<file path="src/rtl/tmr_unit_pkg.sv">
package tmr_unit_pkg;

   // control word field positions
   localparam int unsigned C_WPER_HI = 31;
   localparam int unsigned C_WPER_LO = 30;
   localparam int unsigned C_WRST_HI = 29;
   localparam int unsigned C_WRST_LO = 28;
   localparam int unsigned C_WIE     = 27;
   localparam int unsigned C_PIE     = 26;
   localparam int unsigned C_FPER_HI = 25;
   localparam int unsigned C_FPER_LO = 24;
   localparam int unsigned C_FIE     = 23;
   localparam int unsigned C_ARLD    = 22;

   // status word bit positions
   localparam int unsigned S_WSTG1   = 31;
   localparam int unsigned S_WSTG2   = 30;
   localparam int unsigned S_WRS_HI  = 29;
   localparam int unsigned S_WRS_LO  = 28;
   localparam int unsigned S_PIT     = 27;
   localparam int unsigned S_FIT     = 26;
   localparam int unsigned S_LOW     = 26;

   localparam int unsigned N_TAPS    = 4;

   typedef enum logic [1:0] {
      RK_NONE = 2'd0,
      RK_CORE = 2'd1,
      RK_CHIP = 2'd2,
      RK_SYS  = 2'd3
   } rst_kind_e;

endpackage

</file>
<file path="src/rtl/tap_rise_sel.sv">
module tap_rise_sel #(
   parameter int unsigned TB_W = 12,
   parameter int unsigned TAP0 = 2,
   parameter int unsigned TAP1 = 3,
   parameter int unsigned TAP2 = 4,
   parameter int unsigned TAP3 = 5
) (
   input  logic            clk,
   input  logic            rst_n,
   input  logic [TB_W-1:0] tb_value,
   input  logic [1:0]      sel,
   output logic            rise
);
   import tmr_unit_pkg::*;

   logic [N_TAPS-1:0] hit;
   logic              unused_tb;

   assign unused_tb = ^tb_value;

   for (genvar gi = 0; gi < N_TAPS; gi++) begin : g_tap
      localparam int unsigned T = (gi == 0) ? TAP0 :
                                  (gi == 1) ? TAP1 :
                                  (gi == 2) ? TAP2 : TAP3;
      if (T >= TB_W) begin : g_bad_tap
         $error("tap_rise_sel: tap index beyond time-base width");
      end
      logic prev_q;
      always_ff @(posedge clk) begin
         if (!rst_n) prev_q <= 1'b0;
         else        prev_q <= tb_value[T];
      end
      assign hit[gi] = tb_value[T] & ~prev_q;
   end

   assign rise = hit[sel];

endmodule

</file>
<file path="src/rtl/interval_counter.sv">
module interval_counter #(
   parameter int unsigned RLD_W = 16
) (
   input  logic             clk,
   input  logic             rst_n,
   input  logic             en,
   input  logic             auto_rld,
   input  logic             tick,
   input  logic             ld_we,
   input  logic [RLD_W-1:0] ld_val,
   output logic             expire
);
   localparam logic [RLD_W-1:0] ONE = RLD_W'(1);

   if (RLD_W < 2) begin : g_bad_width
      $error("interval_counter: reload width must be at least 2");
   end

   logic [RLD_W-1:0] reload_q;
   logic [RLD_W-1:0] cnt_q;
   logic             running_q;
   logic             last_tick;

   assign last_tick = running_q && en && tick && !ld_we && (cnt_q == ONE);
   assign expire    = last_tick;

   always_ff @(posedge clk) begin
      if (!rst_n) begin
         reload_q  <= '0;
         cnt_q     <= '0;
         running_q <= 1'b0;
      end else if (ld_we) begin
         reload_q  <= ld_val;
         cnt_q     <= ld_val;
         running_q <= en && (ld_val > ONE);
      end else if (!en) begin
         running_q <= 1'b0;
      end else if (running_q && tick) begin
         if (cnt_q == ONE) begin
            if (auto_rld) cnt_q <= reload_q;
            else          running_q <= 1'b0;
         end else begin
            cnt_q <= cnt_q - ONE;
         end
      end
   end

   // a running counter always holds a usable reload value
   a_r4_run_needs_reload: assert property (@(posedge clk) disable iff (!rst_n)
      running_q |-> (reload_q > ONE));

   // dropping the enable halts the countdown
   a_r4_disable_stops: assert property (@(posedge clk) disable iff (!rst_n)
      (running_q && !en) |=> !running_q);

   // without auto-reload an expiry leaves the counter idle
   a_r3_single_shot: assert property (@(posedge clk) disable iff (!rst_n)
      (last_tick && !auto_rld) |=> !running_q);

endmodule

</file>
<file path="src/rtl/watchdog_seq.sv">
module watchdog_seq (
   input  logic       clk,
   input  logic       rst_n,
   input  logic       period_hit,
   input  logic       stg1,
   input  logic       stg2,
   input  logic [1:0] rst_code,
   output logic       set_stg1,
   output logic       set_stg2,
   output logic       fire,
   output logic       rst_core,
   output logic       rst_chip,
   output logic       rst_sys
);
   import tmr_unit_pkg::*;

   logic [3:1] pulse_q;

   assign set_stg1 = period_hit && !stg1;
   assign set_stg2 = period_hit && stg1 && !stg2;
   assign fire     = period_hit && stg1 && stg2;

   for (genvar gk = 1; gk <= 3; gk++) begin : g_pulse
      always_ff @(posedge clk) begin
         if (!rst_n) pulse_q[gk] <= 1'b0;
         else        pulse_q[gk] <= fire && (rst_code == 2'(gk));
      end
   end

   assign rst_core = pulse_q[RK_CORE];
   assign rst_chip = pulse_q[RK_CHIP];
   assign rst_sys  = pulse_q[RK_SYS];

   // at most one reset kind requested at a time
   a_r8_one_kind: assert property (@(posedge clk) disable iff (!rst_n)
      $onehot0({rst_core, rst_chip, rst_sys}));

   // each request lasts a single cycle
   a_r8_sys_pulse: assert property (@(posedge clk) disable iff (!rst_n)
      rst_sys |=> !rst_sys);
   a_r8_core_pulse: assert property (@(posedge clk) disable iff (!rst_n)
      rst_core |=> !rst_core);

endmodule

</file>
<file path="src/rtl/tmr_unit.sv">
module tmr_unit #(
   parameter int unsigned TB_W     = 12,
   parameter int unsigned RLD_W    = 16,
   parameter int unsigned FIT_TAP0 = 2,
   parameter int unsigned FIT_TAP1 = 3,
   parameter int unsigned FIT_TAP2 = 4,
   parameter int unsigned FIT_TAP3 = 5,
   parameter int unsigned WDT_TAP0 = 4,
   parameter int unsigned WDT_TAP1 = 5,
   parameter int unsigned WDT_TAP2 = 6,
   parameter int unsigned WDT_TAP3 = 7
) (
   input  logic             clk,
   input  logic             rst_n,
   input  logic [TB_W-1:0]  tb_value,
   input  logic             tb_tick,
   input  logic             ctl_we,
   input  logic [31:0]      ctl_wdata,
   input  logic             sts_we,
   input  logic [31:0]      sts_wdata,
   input  logic             rld_we,
   input  logic [RLD_W-1:0] rld_wdata,
   output logic [31:0]      ctl_q,
   output logic [31:0]      sts_q,
   output logic             irq_pit,
   output logic             irq_fit,
   output logic             irq_wdt,
   output logic             rst_core,
   output logic             rst_chip,
   output logic             rst_sys
);
   import tmr_unit_pkg::*;

   localparam int unsigned STS_N = 32 - S_LOW;

   logic [31:0]      ctl_r;
   logic [31:S_LOW]  sts_r;
   logic [31:S_LOW]  sts_nx;
   logic             pit_expire;
   logic             fit_rise;
   logic             wdt_rise;
   logic             wd_set1;
   logic             wd_set2;
   logic             wd_fire;
   logic             unused_bits;

   assign unused_bits = ^{ctl_r[C_ARLD-1:0], sts_wdata[S_LOW-1:0]};

   // control word
   always_ff @(posedge clk) begin
      if (!rst_n)      ctl_r <= '0;
      else if (ctl_we) ctl_r <= ctl_wdata;
   end

   interval_counter #(.RLD_W(RLD_W)) i_pit (
      .clk      (clk),
      .rst_n    (rst_n),
      .en       (ctl_r[C_PIE]),
      .auto_rld (ctl_r[C_ARLD]),
      .tick     (tb_tick),
      .ld_we    (rld_we),
      .ld_val   (rld_wdata),
      .expire   (pit_expire)
   );

   tap_rise_sel #(
      .TB_W(TB_W), .TAP0(FIT_TAP0), .TAP1(FIT_TAP1), .TAP2(FIT_TAP2), .TAP3(FIT_TAP3)
   ) i_fit_tap (
      .clk      (clk),
      .rst_n    (rst_n),
      .tb_value (tb_value),
      .sel      (ctl_r[C_FPER_HI:C_FPER_LO]),
      .rise     (fit_rise)
   );

   tap_rise_sel #(
      .TB_W(TB_W), .TAP0(WDT_TAP0), .TAP1(WDT_TAP1), .TAP2(WDT_TAP2), .TAP3(WDT_TAP3)
   ) i_wdt_tap (
      .clk      (clk),
      .rst_n    (rst_n),
      .tb_value (tb_value),
      .sel      (ctl_r[C_WPER_HI:C_WPER_LO]),
      .rise     (wdt_rise)
   );

   watchdog_seq i_wdog (
      .clk        (clk),
      .rst_n      (rst_n),
      .period_hit (wdt_rise),
      .stg1       (sts_r[S_WSTG1]),
      .stg2       (sts_r[S_WSTG2]),
      .rst_code   (ctl_r[C_WRST_HI:C_WRST_LO]),
      .set_stg1   (wd_set1),
      .set_stg2   (wd_set2),
      .fire       (wd_fire),
      .rst_core   (rst_core),
      .rst_chip   (rst_chip),
      .rst_sys    (rst_sys)
   );

   // status word: clear first, then events win
   always_comb begin
      sts_nx = sts_r;
      if (sts_we) sts_nx = sts_nx & ~sts_wdata[31:S_LOW];
      if (pit_expire) sts_nx[S_PIT]   = 1'b1;
      if (fit_rise)   sts_nx[S_FIT]   = 1'b1;
      if (wd_set1)    sts_nx[S_WSTG1] = 1'b1;
      if (wd_set2)    sts_nx[S_WSTG2] = 1'b1;
      if (wd_fire)    sts_nx[S_WRS_HI:S_WRS_LO] = ctl_r[C_WRST_HI:C_WRST_LO];
   end

   always_ff @(posedge clk) begin
      if (!rst_n) sts_r <= '0;
      else        sts_r <= sts_nx;
   end

   assign ctl_q   = ctl_r;
   assign sts_q   = {sts_r, {S_LOW{1'b0}}};
   assign irq_pit = sts_r[S_PIT]   & ctl_r[C_PIE];
   assign irq_fit = sts_r[S_FIT]   & ctl_r[C_FIE];
   assign irq_wdt = sts_r[S_WSTG2] & ctl_r[C_WIE];

   if (STS_N != 6) begin : g_bad_layout
      $error("tmr_unit: unexpected status layout");
   end

   // an interval expiry is visible in the status word next cycle
   a_r2_pit_sets: assert property (@(posedge clk) disable iff (!rst_n)
      pit_expire |=> sts_q[S_PIT]);

   // a fixed-period rise is visible in the status word next cycle
   a_r5_fit_sets: assert property (@(posedge clk) disable iff (!rst_n)
      fit_rise |=> sts_q[S_FIT]);

   // the second stage only follows the first
   a_r7_stage_order: assert property (@(posedge clk) disable iff (!rst_n)
      $rose(sts_q[S_WSTG2]) |-> $past(sts_q[S_WSTG1]));

   // a reset request only follows a period seen with both stages set
   a_r8_req_after_stages: assert property (@(posedge clk) disable iff (!rst_n)
      (rst_core || rst_chip || rst_sys) |-> $past(sts_q[S_WSTG1] && sts_q[S_WSTG2]));

endmodule

</file>
<file path="config.mk">
export PLATFORM = sky130hd
export DESIGN_NAME = tmr_unit
export DESIGN_NICKNAME = d
export VERILOG_FILES = /design/src/rtl/tmr_unit_pkg.sv /design/src/rtl/tap_rise_sel.sv /design/src/rtl/interval_counter.sv /design/src/rtl/watchdog_seq.sv /design/src/rtl/tmr_unit.sv
export SDC_FILE = /design/constraint.sdc
export NUM_CORES = 1
export LEC_CHECK = 0
export BUFFER_PORTS_ARGS = -buffer_cell sky130_fd_sc_hd__buf_4
export CORE_AREA = 2 2 67 132
export CTS_CLUSTER_DIAMETER = 60
export DETAILED_ROUTE_END_ITERATION = 8
export DIE_AREA = 0 0 69 134
export HOLD_SLACK_MARGIN = 0.12
export PLACE_DENSITY = 0.83
export SYNTH_ARGS = -nofsm -noshare
export SYNTH_HDL_FRONTEND = slang
export SYNTH_SLANG_ARGS = --single-unit
</file>
<file path="constraint.sdc">
create_clock -name clk -period 2.2 [get_ports clk]
set_clock_uncertainty 0.05 [all_clocks]
set_input_delay 0.44 -clock clk [delete_from_list [all_inputs] [get_ports clk]]
set_output_delay 0.44 -clock clk [all_outputs]
set_load 0.02 [all_outputs]
</file>
==> metrics.cfg <==
[synthesis]
synth_warnings = 0
async_flop_share_pct = 0
synth-seq-cells = 80
synth_cells = 428
yosys.area.top_type = dfxtp_1
synth_top_area_share_pct = 41.9
synth_edf_count = 0
synth.distinct_cells = 60
synth_ff_type = dfxtp_1
ys_seq_area_share_pct = 41.9
syn_avg_cell_area_um2 = 8.94
synthTopCellsByArea = dfxtp_1 42%, mux2i_1 12%, buf_4 6.3%
syn-cell-area_um2 = 3830

[pwr]
vdd_drop_max_mv = 0.449
p_per_area_nw_per_um2 = 743
p_leak_uw = 0.00229

[critical_path]
worstPathArrival_ns = 2.22
crit_path_max_fanout = 6
critPathCaptureType = flip-flop
cp.required_ns = 2.39
r2r_setup_slack_ns = 0.17
rr_worst_depth = 5
worst_path_max_delay_cell = nor4_4
crit_type = reg2reg
r2r_start = i_pit.cnt_q[7]
worstSetupStartpointType = flip-flop
critPathMaxStageDelay_ns = 0.48
path_cells = nor4_4 -> and4_1 -> nand3_2 -> a31o_1 -> a221oi_2
timing.rr.end = i_pit.cnt_q[2]

[timing]
max_freq_mhz = 493
setup_viol = 0
slew_headroom_pct = 55.4
hold_viol_final = 0
period_share_pct = 92.2
post-route-min-period_ns = 2.03
rsz0062_at_grt = false
setup-tns-final_ns = 0
final_max_slew_viol_count = 0
tightestPinTransition_ns = 0.668

[run]
cap_viol_max_count = 0

[cts]
cts.hold.buffers_added = 0
path_clk_slew_ns = 0.06
cts_tree = built
clk_latency_ns = 0.34
cts_max_path_buffers = 2
htreeDepth = 3
numCtsBuffers = 9
clock_sinks = 80
root_buffer = clkbuf_16

[detailed_routing]
routed-via-count = 3473
antenna_left = 0
wl_um = 10300
wire_per_inst_um = 16.1
drc_errors = 0
routed_via_density = 5.44
dr.pass1.iters = 4
drt_iter0_drc = 283

[placed_design]
placedCellCount = 622
io_buffers = 109
hpwl_um = 7650
placed_cell_area_um2 = 4660
place_congestion = 0.903

[layout]
fin_util_pct = 60.2
stdcell_count = 638
fin_nets = 636
syn2layout_area_growth_pct = 29.5
drive_above_1_share_pct = 28.7
diodes = 0
nFillCells = 709
stdcell_area_um2 = 4950

[global_routing]
antenna_found_initial = 0
grt_pass1_vias = 3512
grtUsageTotal_pct = 21.7
grt_pass1_wl_um = 16100
grt_start_max_net_pins = 37
overflow = 0

[hold_path]
min_path_type = in2reg
hold_end = sts_r[30]
whs_path_depth = 2
hp-start = sts_wdata[30]

[die]
die-area_um2 = 9250
die_height_um = 134
initial_utilization_pct = 46.5
num_rows = 47
die-width_um = 69
core_area_um2 = 8230
ios = 168

[run_status]
outcome = completed

==> power breakdown <==
group / switching [uW] / leakage, uW / internal (uW) / total (uW)
Clock: 589 / 0.000141 / 868 / 1460
Combinational: 334 / 0.00149 / 286 / 621
Sequential: 73.1 / 0.000660 / 1530 / 1600
==> repair_timing <==
action | 4_1_cts | 5_1_grt
resized for setup | 0 | 0
endpoints found under the setup margin | 0 | 7
buffers inserted | 0 | 1
==> routing by layer <==
| metal | GRT usage (%) | share of wire (%) | vias up |
|---|---|---|---|
| li1 | - | - | 1663 |
| met1 | 20.2 | 34 | 1599 |
| met2 | 41.5 | 55 | 170 |
| met4 | 14.1 | 4.8 | 0 |
| met3 | 4.58 | 6.6 | 41 |
| met5 | 0 | 0 | - |
==> state kept, by name, indices dropped and copies added, names as in the netlist <==
signal / flops
i_pit.running_q: 1
i_pit.cnt_q: 16
i_pit.reload_q: 16
ctl_q: 32
sts_r: 6
i_wdt_tap.g_tap.prev_q: 2
i_wdog.rst_core: 1
i_fit_tap.g_tap.prev_q: 4
i_wdog.rst_chip: 1
i_wdog.rst_sys: 1
==> cell usage in the layout (no fill, tap or decap), types with 3 or more instances in the layout <==
cell type,n
and3_1,6
a21oi_1,25
nor2_1,54
o31ai_1,3
nor4_1,5
nand4_1,4
clkbuf_16,9
a311oi_1,3
o21ai_1,6
conb_1,26
o31a_1,3
dfxtp_1,80
nand2_1,33
o21ai_0,13
a21boi_0,3
mux2i_1,44
buf_4,127
xnor2_1,5
a21o_1,3
nand3_1,11
and2_1,10
clkinv_2,3
nor2b_1,6
inv_1,6
o22ai_1,3
==> Yosys cell counts, types with 2 or more instances <==
cell type	number
nor2_1	54
o21ai_0	13
o32ai_1	2
ha_1	2
nand2b_1	2
nor2b_1	6
a21oi_1	25
mux2i_1	44
buf_1	3
a311oi_1	3
buf_4	32
nand2_1	33
a221oi_1	2
o22ai_1	3
clkbuf_1	18
nor4_1	5
o31ai_1	3
and2_1	10
a211oi_1	2
nand3_1	11
and4_1	2
nor4_2	2
dfxtp_1	80
and3_1	6
o21ai_1	6
buf_2	2
o31a_1	3
nand4_1	4
inv_1	6
nand3b_1	2
nor3b_1	2
a31oi_1	2
o2bb2ai_1	2
xnor2_1	5
a31o_1	2
a21boi_0	3
a21o_1	3
==> through the flow <==
step           total power, uW  setup slack [ns]  hold WS [ns]
3_5_place_dp              2250             0.151         0.403
2_1_floorplan             2030             0.368         0.391
6_report                  3680             0.172         0.252
4_1_cts                   3690             0.145         0.245
3_3_place_gp              2230             0.203         0.397
5_1_grt                   3800            0.0231         0.267
==> logic make-up (layout without fill, tap and decap cells) <==
| kind of cell | Yosys count | after routing | synth area share [%] |
|---|---|---|---|
| buffers and inverters | 62 | 149 | 9.29 |
| XOR/XNOR | 6 | 6 | 1.37 |
| flip-flops | 80 | 80 | 41.9 |
| adder cells (fa/ha/maj) | 2 | 2 | 0.654 |
| multiplexers | 47 | 47 | 12.7 |
| AND/OR/NAND/NOR | 148 | 148 | 20.1 |
| AO/OA/AOI/OAI | 82 | 82 | 13.9 |
| other | 1 | 26 | 0.0980 |
==> final cells by class <==
cell class	instances	area, um^2	share of cell area [%]
Timing Repair Buffer	127	953	19.2
Clock inverter	6	61.3	1.24
Clock buffer	9	225	4.55
Inverter	7	26.3	0.530
Tap cell	98	123	2.48
Sequential cell	80	1600	32.3
Multi-Input combinational cell	311	1960	39.6
==> worst max-delay path by stage <==
stage | start | end | slack, ns | depth (start not counted)
global placement | i_pit.cnt_q[1] | i_pit.cnt_q[14] | 0.20 | 8
floorplan | i_pit.cnt_q[0] | i_pit.cnt_q[15] | 0.37 | 7
global route | i_pit.cnt_q[7] | i_pit.cnt_q[7] | 0.02 | 5
CTS | i_pit.cnt_q[1] | i_pit.cnt_q[15] | 0.15 | 7
detailed placement | i_pit.cnt_q[1] | i_pit.cnt_q[6] | 0.15 | 8
finish | i_pit.cnt_q[7] | i_pit.cnt_q[2] | 0.17 | 5
==> critical path, delay by kind of cell, from the launching register on <==
kind / cells / cell delay [ns]
AOI/OAI and AO/OA: 2 / 0.52
DFF: 1 / 0.38
and+or+nand+nor: 3 / 0.98
No activity file was read; power rests on OpenSTA's default activity.
